**src/rtl/hdlc_af_pkg.sv**
```systemverilog
package hdlc_af_pkg;
  localparam int unsigned BYTE_W = 8;

  localparam logic [2:0] MODE_RSVD = 3'b100;
  localparam logic [2:0] MODE_TEI  = 3'b101;
  localparam logic [2:0] MODE_PASS = 3'b110;
  localparam logic [2:0] MODE_SAPI = 3'b111;

  typedef enum logic [2:0] {
    HIT_NONE  = 3'd0,
    HIT_SAP1  = 3'd1,
    HIT_SAP2  = 3'd2,
    HIT_GSAPI = 3'd3,
    HIT_TEI1  = 3'd4,
    HIT_TEI2  = 3'd5,
    HIT_GTEI  = 3'd6,
    HIT_ALL   = 3'd7
  } hit_e;

  typedef enum logic [1:0] {
    RT_NONE = 2'd0,
    RT_ADDR = 2'd1,
    RT_CTRL = 2'd2,
    RT_FIFO = 2'd3
  } route_e;

  // SAPI compare: the masked form ignores the C/R and extension bits
  function automatic hit_e sapi_hit_f(input logic [BYTE_W-1:0] b,
                                      input logic [BYTE_W-1:0] s1,
                                      input logic [BYTE_W-1:0] s2,
                                      input logic [BYTE_W-1:0] g1,
                                      input logic [BYTE_W-1:0] g2,
                                      input logic masked,
                                      input logic use_grp);
    logic [BYTE_W-1:0] m;
    m = masked ? {{(BYTE_W-2){1'b1}}, 2'b00} : {BYTE_W{1'b1}};
    if ((b & m) == (s1 & m))             return HIT_SAP1;
    if ((b & m) == (s2 & m))             return HIT_SAP2;
    if (use_grp && (b == g1 || b == g2)) return HIT_GSAPI;
    return HIT_NONE;
  endfunction

  function automatic hit_e tei_hit_f(input logic [BYTE_W-1:0] b,
                                     input logic [BYTE_W-1:0] t1,
                                     input logic [BYTE_W-1:0] t2,
                                     input logic [BYTE_W-1:0] g,
                                     input logic use_grp);
    if (b == t1)             return HIT_TEI1;
    if (b == t2)             return HIT_TEI2;
    if (use_grp && b == g)   return HIT_GTEI;
    return HIT_NONE;
  endfunction
endpackage

```
**src/rtl/hdlc_af_sapi_cmp.sv**
```systemverilog
module hdlc_af_sapi_cmp
  import hdlc_af_pkg::*;
#(
  parameter int unsigned W = BYTE_W,
  parameter logic [W-1:0] GRP_A = 8'hFE,
  parameter logic [W-1:0] GRP_B = 8'hFC
) (
  input  logic [W-1:0] byte_in,
  input  logic [W-1:0] sap1,
  input  logic [W-1:0] sap2,
  input  logic         masked,
  input  logic         use_grp,
  output hit_e         hit
);
  assign hit = sapi_hit_f(byte_in, sap1, sap2, GRP_A, GRP_B, masked, use_grp);
endmodule

```
**src/rtl/hdlc_af_tei_cmp.sv**
```systemverilog
module hdlc_af_tei_cmp
  import hdlc_af_pkg::*;
#(
  parameter int unsigned W = BYTE_W,
  parameter logic [W-1:0] GRP = 8'hFF
) (
  input  logic [W-1:0] byte_in,
  input  logic [W-1:0] tei1,
  input  logic [W-1:0] tei2,
  input  logic         use_grp,
  output hit_e         hit
);
  assign hit = tei_hit_f(byte_in, tei1, tei2, GRP, use_grp);
endmodule

```
**src/rtl/hdlc_af_router.sv**
```systemverilog
module hdlc_af_router
  import hdlc_af_pkg::*;
#(
  parameter int unsigned W = BYTE_W
) (
  input  logic         clk,
  input  logic         rst_n,
  input  logic         take,
  input  route_e       route,
  input  logic [W-1:0] data,
  input  logic [W-1:0] held,
  input  logic         stat_load,
  input  logic         stat_match_in,
  input  hit_e         stat_hit_in,
  input  logic         stat_cmd_in,
  output logic         addr_we,
  output logic [W-1:0] addr_data,
  output logic         ctrl_we,
  output logic [W-1:0] ctrl_data,
  output logic         fifo_we,
  output logic [W-1:0] fifo_data,
  output logic         stat_valid,
  output logic         stat_match,
  output logic [2:0]   stat_hit,
  output logic         stat_cmd
);
  logic go_addr, go_ctrl, go_fifo;
  assign go_addr = take && route == RT_ADDR;
  assign go_ctrl = take && route == RT_CTRL;
  assign go_fifo = take && route == RT_FIFO;

  always_ff @(posedge clk) begin
    if (!rst_n) begin
      addr_we    <= 1'b0;
      ctrl_we    <= 1'b0;
      fifo_we    <= 1'b0;
      addr_data  <= '0;
      ctrl_data  <= '0;
      fifo_data  <= '0;
      stat_valid <= 1'b0;
      stat_match <= 1'b0;
      stat_hit   <= HIT_NONE;
      stat_cmd   <= 1'b0;
    end else begin
      addr_we    <= go_addr;
      ctrl_we    <= go_ctrl;
      fifo_we    <= go_fifo;
      stat_valid <= stat_load;
      if (go_addr) addr_data <= held;
      if (go_ctrl) ctrl_data <= data;
      if (go_fifo) fifo_data <= data;
      if (stat_load) begin
        stat_match <= stat_match_in;
        stat_hit   <= stat_hit_in;
        stat_cmd   <= stat_cmd_in;
      end
    end
  end
endmodule

```
**src/rtl/hdlc_rx_addr_filter.sv**
```systemverilog
module hdlc_rx_addr_filter
  import hdlc_af_pkg::*;
#(
  parameter int unsigned W = BYTE_W,
  parameter logic [W-1:0] GRP_SAPI_A = 8'hFE,
  parameter logic [W-1:0] GRP_SAPI_B = 8'hFC,
  parameter logic [W-1:0] GRP_TEI    = 8'hFF,
  parameter int unsigned IDX_MAX     = 3
) (
  input  logic         clk,
  input  logic         rst_n,
  input  logic         in_valid,
  input  logic         in_sof,
  input  logic         in_eof,
  input  logic [W-1:0] in_data,
  input  logic [2:0]   mode,
  input  logic [W-1:0] sap1,
  input  logic [W-1:0] sap2,
  input  logic [W-1:0] tei1,
  input  logic [W-1:0] tei2,
  output logic         addr_we,
  output logic [W-1:0] addr_data,
  output logic         ctrl_we,
  output logic [W-1:0] ctrl_data,
  output logic         fifo_we,
  output logic [W-1:0] fifo_data,
  output logic         stat_valid,
  output logic         stat_match,
  output logic [2:0]   stat_hit,
  output logic         stat_cmd
);
  localparam int unsigned IW = $clog2(IDX_MAX + 1);
  localparam logic [IW-1:0] IDX_TOP = IW'(IDX_MAX);

  // frame state
  logic          in_frame_q;
  logic [IW-1:0] idx_q;
  logic [2:0]    mode_q;
  logic          acc_q;
  logic          len1_q;
  logic          sap_ok_q;
  logic [W-1:0]  held_q;
  hit_e          hit_q;
  logic          cmd_q;

  // named events for the checker
  logic          byte_take;
  logic [2:0]    eff_mode;
  logic [IW-1:0] eff_idx;
  logic          acc_prev;
  logic          len1_eff;
  logic          full_mode;

  assign byte_take = in_valid && (in_sof || in_frame_q);
  assign eff_mode  = in_sof ? mode : mode_q;
  assign eff_idx   = in_sof ? '0 : idx_q;
  assign acc_prev  = in_sof ? 1'b0 : acc_q;
  assign len1_eff  = in_sof ? in_data[0] : len1_q;
  assign full_mode = ~eff_mode[2];

  hit_e sap_hit, tei_hit;

  hdlc_af_sapi_cmp #(.W(W), .GRP_A(GRP_SAPI_A), .GRP_B(GRP_SAPI_B)) u_sapi (
    .byte_in (in_data),
    .sap1    (sap1),
    .sap2    (sap2),
    .masked  (full_mode),
    .use_grp (~full_mode),
    .hit     (sap_hit)
  );

  hdlc_af_tei_cmp #(.W(W), .GRP(GRP_TEI)) u_tei (
    .byte_in (in_data),
    .tei1    (tei1),
    .tei2    (tei2),
    .use_grp (eff_idx != '0),
    .hit     (tei_hit)
  );

  // per-byte decision and routing
  logic   dec_now, dec_ok, dec_cmd;
  hit_e   dec_hit;
  route_e route;
  logic   acc_eff;
  hit_e   hit_eff;
  logic   cmd_eff;

  always_comb begin
    dec_now = 1'b0;
    dec_ok  = 1'b0;
    dec_hit = HIT_NONE;
    dec_cmd = 1'b0;
    route   = RT_NONE;
    case (eff_mode)
      MODE_PASS: begin
        if (eff_idx == '0) begin
          dec_now = 1'b1;
          dec_ok  = 1'b1;
          dec_hit = HIT_ALL;
        end
        route = RT_FIFO;
      end
      MODE_SAPI: begin
        if (eff_idx == '0) begin
          dec_now = 1'b1;
          dec_ok  = sap_hit != HIT_NONE;
          dec_hit = sap_hit;
        end else if (acc_prev) begin
          route = RT_FIFO;
        end
      end
      MODE_TEI: begin
        if (eff_idx == IW'(1)) begin
          dec_now = 1'b1;
          dec_ok  = tei_hit != HIT_NONE;
          dec_hit = tei_hit;
          if (dec_ok) route = RT_ADDR;
        end else if (eff_idx == IW'(2)) begin
          if (acc_prev) route = RT_CTRL;
        end else if (eff_idx != '0) begin
          if (acc_prev) route = RT_FIFO;
        end
      end
      MODE_RSVD: begin
        if (eff_idx == '0) dec_now = 1'b1;
      end
      default: begin
        if (eff_idx == '0) begin
          if (len1_eff) begin
            dec_now = 1'b1;
            dec_ok  = tei_hit != HIT_NONE;
            dec_hit = tei_hit;
            dec_cmd = tei_hit == HIT_TEI1;
          end
        end else if (eff_idx == IW'(1)) begin
          if (len1_eff) begin
            if (acc_prev) route = RT_CTRL;
          end else begin
            dec_now = 1'b1;
            dec_ok  = sap_ok_q && tei_hit != HIT_NONE;
            dec_hit = tei_hit;
          end
        end else if (eff_idx == IW'(2)) begin
          if (acc_prev) route = len1_eff ? RT_FIFO : RT_CTRL;
        end else begin
          if (acc_prev) route = RT_FIFO;
        end
      end
    endcase
    acc_eff = dec_now ? dec_ok : acc_prev;
    hit_eff = acc_eff ? (dec_now ? dec_hit : hit_q) : HIT_NONE;
    cmd_eff = acc_eff && (dec_now ? dec_cmd : cmd_q);
  end

  always_ff @(posedge clk) begin
    if (!rst_n) begin
      in_frame_q <= 1'b0;
      idx_q      <= '0;
      mode_q     <= '0;
      acc_q      <= 1'b0;
      len1_q     <= 1'b0;
      sap_ok_q   <= 1'b0;
      held_q     <= '0;
      hit_q      <= HIT_NONE;
      cmd_q      <= 1'b0;
    end else if (byte_take) begin
      in_frame_q <= ~in_eof;
      idx_q      <= (eff_idx == IDX_TOP) ? IDX_TOP : eff_idx + IW'(1);
      mode_q     <= eff_mode;
      acc_q      <= acc_eff;
      if (eff_idx == '0) begin
        held_q   <= in_data;
        len1_q   <= in_data[0];
        sap_ok_q <= sap_hit != HIT_NONE;
      end
      if (dec_now) begin
        hit_q <= dec_hit;
        cmd_q <= dec_cmd;
      end
    end
  end

  hdlc_af_router #(.W(W)) u_router (
    .clk           (clk),
    .rst_n         (rst_n),
    .take          (byte_take),
    .route         (route),
    .data          (in_data),
    .held          (held_q),
    .stat_load     (byte_take && in_eof),
    .stat_match_in (acc_eff),
    .stat_hit_in   (hit_eff),
    .stat_cmd_in   (cmd_eff),
    .addr_we       (addr_we),
    .addr_data     (addr_data),
    .ctrl_we       (ctrl_we),
    .ctrl_data     (ctrl_data),
    .fifo_we       (fifo_we),
    .fifo_data     (fifo_data),
    .stat_valid    (stat_valid),
    .stat_match    (stat_match),
    .stat_hit      (stat_hit),
    .stat_cmd      (stat_cmd)
  );
endmodule

```
**config.mk**
```make
export PLATFORM = sky130hd
export DESIGN_NAME = hdlc_rx_addr_filter
export DESIGN_NICKNAME = d
export VERILOG_FILES = /design/src/rtl/hdlc_af_pkg.sv /design/src/rtl/hdlc_af_sapi_cmp.sv /design/src/rtl/hdlc_af_tei_cmp.sv /design/src/rtl/hdlc_af_router.sv /design/src/rtl/hdlc_rx_addr_filter.sv
export SDC_FILE = /design/constraint.sdc
export NUM_CORES = 1
export LEC_CHECK = 0
export BUFFER_PORTS_ARGS = -buffer_cell sky130_fd_sc_hd__buf_2
export CAP_MARGIN = 30
export CELL_PAD_IN_SITES_DETAIL_PLACEMENT = 0
export CELL_PAD_IN_SITES_GLOBAL_PLACEMENT = 1
export CORE_UTILIZATION = 34
export DETAILED_ROUTE_END_ITERATION = 8
export PLACE_DENSITY = 0.82
export SLEW_MARGIN = 20
export SYNTH_ARGS = -nofsm -noshare
export SYNTH_HDL_FRONTEND = slang
export SYNTH_SLANG_ARGS = --single-unit
```
**constraint.sdc**
```tcl
create_clock -name clk -period 1.72 [get_ports clk]
set_input_delay 0.086 -clock clk [delete_from_list [all_inputs] [get_ports clk]]
set_output_delay 0.086 -clock clk [all_outputs]
set_load 0.01 [all_outputs]
```
After elaboration in Yosys (flattened, before gate mapping) --
Index checks and enable logic that the tools add are counted.
Operators by class: add/sub/neg operators 1, $mul 0, divide/modulo/power cells 0, order comparisons 0, eq/ne operators 18, shifts and indexed selects 0, mux-type cells 73, bitwise operators 4, reductions and logical operators 18
Operators by type and width (count):
- $mux W3 | 22
- $mux W1 | 33
- $eq A8 B8 Y1 | 4
- $mux W2 | 14
- $and A8 B8 Y8 | 3
- $eq A8 B8 Y1 const B | 3
- $eq A3 B3 Y1 const B | 5
- $pmux W3 S4 | 1
- $logic_and A1 B1 Y1 | 9
- $eq A2 B2 Y1 const B | 4
- $pmux W2 S4 | 1
- $reduce_bool A3 Y1 | 2
- $eq A2 B1 Y1 const B | 2
- $pmux W1 S4 | 1
- $reduce_or A4 Y1 | 1
- $reduce_or A3 Y1 | 1
- $add A2 B1 Y2 const B | 1
- $logic_not A2 Y1 | 1
- $logic_or A1 B1 Y1 | 2
- $pmux W1 S2 | 1
- $reduce_and A2 Y1 | 1
- $reduce_bool A2 Y1 | 1
- $not A1 Y1 | 1
Storage, ports and cells: flip-flop bits (word level) 54, bits in latches 0, RAM bits 0, bits in read-only memories 0, output and inout bits 33, logic and storage cells 133, memories 0

Longest topological paths before layout --
word-level depth 17, gate-level depth with buffers 9, gate-level depth less buffers 7

Modules after synthesis --
Synthesis repeated with hierarchy kept, for this count alone.
Second synthesis, totals: cell total of the unflattened synthesis 358, area total of the unflattened synthesis 3020.4 um2
By module, submodules not included:
- hdlc_rx_addr_filter | instances 1, cells an instance 172, area an instance 1326.3 um2
- hdlc_af_router | instances 1, cells an instance 125, area an instance 1244.9 um2
- hdlc_af_sapi_cmp | instances 1, cells an instance 31, area an instance 229.0 um2
- hdlc_af_tei_cmp | instances 1, cells an instance 30, area an instance 220.2 um2

Least setup slack after synthesis --
Ideal clock, no wire load.
path kind register to register, start reg idx_q[1], end reg u_router.ctrl_data[4], arrival time 1834 ps, data required time 1648 ps, slack -186 ps, stages on the path, launching flop included 9, path through dfxtp_1 > o21bai_1 > nor4_2 > a21oi_1 > nand2_1 > a221oi_4 > and3_1 > buf_4 > mux2i_1
Between the ends: cells in the longest elaborated chain, start to end 15, elaborated cells between the ends (all ways) 25, classes of those cells 3 x eq/ne; 17 x mux; 5 x reduce/logical
Ends and longest elaborated chain:
- start, declared | line hdlc_rx_addr_filter.sv:37 | logic [IW-1:0] idx_q;
- start signal, assigned | line hdlc_rx_addr_filter.sv:168 | idx_q <= (eff_idx == IDX_TOP) ? IDX_TOP : eff_idx + IW'(1);
- $mux W2 (*) | line hdlc_rx_addr_filter.sv:56 | assign eff_idx = in_sof ? '0 : idx_q;
- $reduce_bool A2 Y1 | line hdlc_rx_addr_filter.sv:76, hdlc_rx_addr_filter.sv:120
- $logic_and A1 B1 Y1 | line hdlc_af_pkg.sv:50 | if (use_grp && b == g) return HIT_GTEI;
- $mux W1 (2 in a row) | line hdlc_af_pkg.sv:50
- $mux W1 | line hdlc_af_pkg.sv:49 | if (b == t2) return HIT_TEI2;
- $mux W3 | line hdlc_af_pkg.sv:51 | return HIT_NONE;
- $mux W3 | line hdlc_af_pkg.sv:50
- $mux W3 | line hdlc_af_pkg.sv:49
- $reduce_bool A3 Y1 | line hdlc_rx_addr_filter.sv:115 | dec_ok = tei_hit != HIT_NONE;
- $mux W1 | line hdlc_rx_addr_filter.sv:117 | if (dec_ok) route = RT_ADDR;
- $mux W2 | line hdlc_rx_addr_filter.sv:113 | if (eff_idx == IW'(1)) begin
- $pmux W2 S4 (*) | line hdlc_rx_addr_filter.sv:94 | case (eff_mode)
- $eq A2 B2 Y1 (*) | line hdlc_af_router.sv:29 | assign go_ctrl = take && route == RT_CTRL;
- $logic_and A1 B1 Y1 (*) | line hdlc_af_router.sv:29
- end signal, assigned | line hdlc_af_router.sv:50 | if (go_ctrl) ctrl_data <= data;
- end, declared | line hdlc_af_router.sv:19 | output logic [W-1:0] ctrl_data,
Mark *: on every way between the ends. The rest lies on a longest branch, timed or not. The select of a mux whose other input is x is not followed. A chain may end at the register's enable or synchronous reset.

Worst setup path in the final report --
start reg idx_q[1], end reg u_router.ctrl_data[0]
Same word-level chain as after synthesis.

==> flow_summary_export.csv <==
group,metric,value,unit
clock_network,cts_made_buffers,5,
setup_path,cp.arrival,2.19,ns
setup_path,critPathBufInv,2,
cells_and_area,antenna_cells,0,
cells_and_area,seqCellArea,1070,sq um
global_routing,grt_max_degree,36,
synth,synth_edf_count,0,
floorplanning,rows,33,
synth,yosysWarningCount,0,
cells_and_area,final_common_cell,"buf_2",
timing,fin_crit,1.95,ns
placement,dpl.hpwl,6290,um
cells_and_area,postLayoutCellArea,4180,sq um
drt,routed_wl,8250,um
drt,vias_per_cell,4.92,
cells_and_area,final_cell_mix,"80 x buf_2, 72 x nand2_1, 56 x buf_4",
setup_path,worstPathRequired,1.96,ns
synth,ys_ff_latch,53,
setup_path,reg2reg_slack,-0.23,ns
setup_path,cp-start-kind,"register",
synth,ys_types,48,
synth,syn_inst,337,
cells_and_area,fin_cells,574,
cells_and_area,final_util,51.1,%
drt,drt-pass1-iter-count,4,
timing,rsz0062_at_grt,"true",
setup_path,r2r_cells,9,
outcome,violations,"setup timing",
synth,avgSynthCellArea,8.52,sq um
setup_path,max_stage_delay,0.37,ns
setup_path,cpLargestDelayFamily,"compound AO/OA/AOI/OAI gates",
placement,gp_congestion,0.858,
floorplanning,initial_utilization,35.1,%
drt,post-route-drc-count,0,
drt,ant_nets,0,
global_routing,grt_pass1_vias,2812,
setup_path,cp_max_fo,4,
timing,fin_ws,-0.230,ns
placement,post-place-ws,-0.288,ns
timing,fin_skew,0.00545,ns
drt,wl_per_cell,14.4,um
setup_path,crit_chain,"buf_6, o21ai_4, a22oi_2, o31ai_1, nand2_1, a221oi_4, and3_4, clkbuf_16, mux2i_1",
cells_and_area,nets,516,
flow_run,cap_violations,0,
global_routing,grt_overflow,0,
synth,synthFlopType,"dfxtp_1",
setup_path,rr_startpoint,"idx_q[1]",
synth,synth-async-reset-ratio,0,%
timing,setup_viol,35,
clock_network,clock-sinks,53,
power,p_leak,1.79,nW
hold_path,holdPathStages,2,
clock_network,clock_path_buffers,2,
global_routing,grt_pass1_wl,13200,um
synth,synthesis.nets,385,
hold_path,hp-start,"in_eof",
cells_and_area,syn_to_final_growth,45.5,%
timing,maxSlewViolCount,0,
setup_path,timing.setup.critical_path_class,"register to register",
clock_network,cts_tree,"done",
floorplanning,die_area,8820,sq um
drt,vias,2825,
floorplanning,boundaryPins,81,
cells_and_area,nFillCells,784,
power,ir_drop,0.338,mV
timing,period_share,113,%
floorplanning,coreArea,8180,sq um
timing,max_freq,0.513,GHz
timing,report.final.hold_viol_count,0,
setup_path,critPathSlowestCell,"dfxtp_4",
cells_and_area,drive_above_1_share,42.9,%
floorplanning,die_y,93.9,um
hold_path,min_to,"u_router.stat_match",
drt,drt_iter0_drc,153,
clock_network,path_clk_slew,0.10,ns
global_routing,antenna_found_initial,0,
setup_path,worstReg2RegEnd,"u_router.ctrl_data[0]",
setup_path,critPathCaptureType,"register",
timing,worst_slew_pin_slew,0.455,ns
placement,io_buffers,80,
power,power_density,651,nW/um^2
floorplanning,die_x,93.9,um
timing,relSlewSlack,69.7,%
clock_network,htree_num_levels,2,
global_routing,grt.total_usage,19.1,%
placement,post_dp_cell_area,3820,sq um
synth,netlist_area,2870,sq um
synth,ys_seq_area_share,36.9,%
clock_network,cts-root-buf,"clkbuf_8",
clock_network,worstSkewPairLatency,0.31,ns
outcome,status,"finished with violations",
placement,dp_cells,561,
hold_path,hp-class,"primary input to register",
cells_and_area,multi_input_area,1870,sq um
[per-stage QoR]
stage / hold WS (ns) / TNS (ns) / total power (W)
finish: 0.00893 / -5.82 / 0.00272
global route: 0.00485 / -9.63 / 0.00285
CTS: 0.00305 / -4.76 / 0.00268
detailed placement: 0.337 / -7.87 / 0.00195
global placement: 0.336 / -7.09 / 0.00194
floorplan: 0.206 / -1.45 / 0.00168
[layer usage]
layer / vias up / part of all wire, % / track usage [%]
met5: - / 0 / 0
met2: 82 / 50 / 33.5
met4: 0 / 1.7 / 5.90
li1: 1416 / - / -
met1: 1313 / 44 / 23.7
met3: 14 / 4.1 / 3.16
[state kept, by name (all words and copies together), names as in the netlist, 2 cells and up]
signal              flops
idx_q                   2
u_router.addr_data      8
u_router.stat_hit       3
held_q                  8
mode_q                  3
u_router.fifo_data      8
u_router.ctrl_data      8
hit_q                   3
[what timing repair did]
action,CTS,global route
hold buffers,0,0
buffers inserted,0,3
pin swaps,7,5
gates cloned,1,1
gates resized for setup,17,28
endpoints found under the setup margin,36,37
[final cells by class]
cell class,instances,area share [%]
tap,105,3.14
inverter,3,0.270
sequential,53,25.7
clock inverter,2,0.359
clock buffer,6,1.74
timing repair buffer,148,24.0
multi-input combinational,257,44.7
[logic make-up (layout without fill, tap and decap cells)]
logic type	after synthesis	count (layout)	share of synthesized area (%)
XOR/XNOR	34	34	10.4
AO/OA/AOI/OAI	68	68	15.9
multiplexers	28	28	9.85
buffers and inverters	27	159	5.27
AND/OR/NAND/NOR	127	127	21.7
flip-flops	53	53	36.9
[synthesized netlist by cell type, types with 2 or more instances]
cell type / n / area share [%]
a211oi_1: 4 / 1.0
a21o_1: 3 / 0.78
a21oi_1: 27 / 4.7
a22oi_1: 2 / 0.52
and2_1: 4 / 0.87
and3_1: 2 / 0.44
buf_2: 4 / 0.70
buf_4: 8 / 2.1
buf_6: 2 / 0.78
clkbuf_1: 10 / 1.3
dfxtp_1: 53 / 37
inv_1: 3 / 0.39
mux2_2: 2 / 0.78
mux2i_1: 26 / 9.1
nand2_1: 72 / 9.4
nand2b_1: 2 / 0.44
nand3_1: 3 / 0.52
nand3b_1: 2 / 0.52
nand4_1: 3 / 0.65
nor2_1: 19 / 2.5
nor2b_1: 4 / 0.87
nor4_1: 3 / 0.65
nor4_2: 6 / 2.6
o21a_1: 4 / 1.0
o21ai_0: 6 / 1.0
o21ai_1: 7 / 1.2
o31ai_1: 3 / 0.78
xnor2_1: 15 / 4.6
xor2_1: 19 / 5.8
[how the worst max path moves through the flow]
stage | startpoint | to | slack [ns] | cells past startpoint
2_1_floorplan | idx_q[0] | u_router.ctrl_data[4] | -0.11 | 9
3_3_place_gp | in_sof | u_router.stat_hit[0] | -0.28 | 10
3_5_place_dp | in_sof | u_router.stat_hit[2] | -0.29 | 10
4_1_cts | mode_q[2] | u_router.stat_hit[1] | -0.18 | 7
5_1_grt | mode_q[0] | u_router.ctrl_data[4] | -0.34 | 8
6_report | idx_q[1] | u_router.ctrl_data[0] | -0.23 | 9
[report_power, final]
group	internal [W]	switching, W
combinational	0.000340	0.000368
clock	0.000288	0.000428
sequential	0.00127	0.0000301
Note: power is estimated with default switching activity, not from simulation.
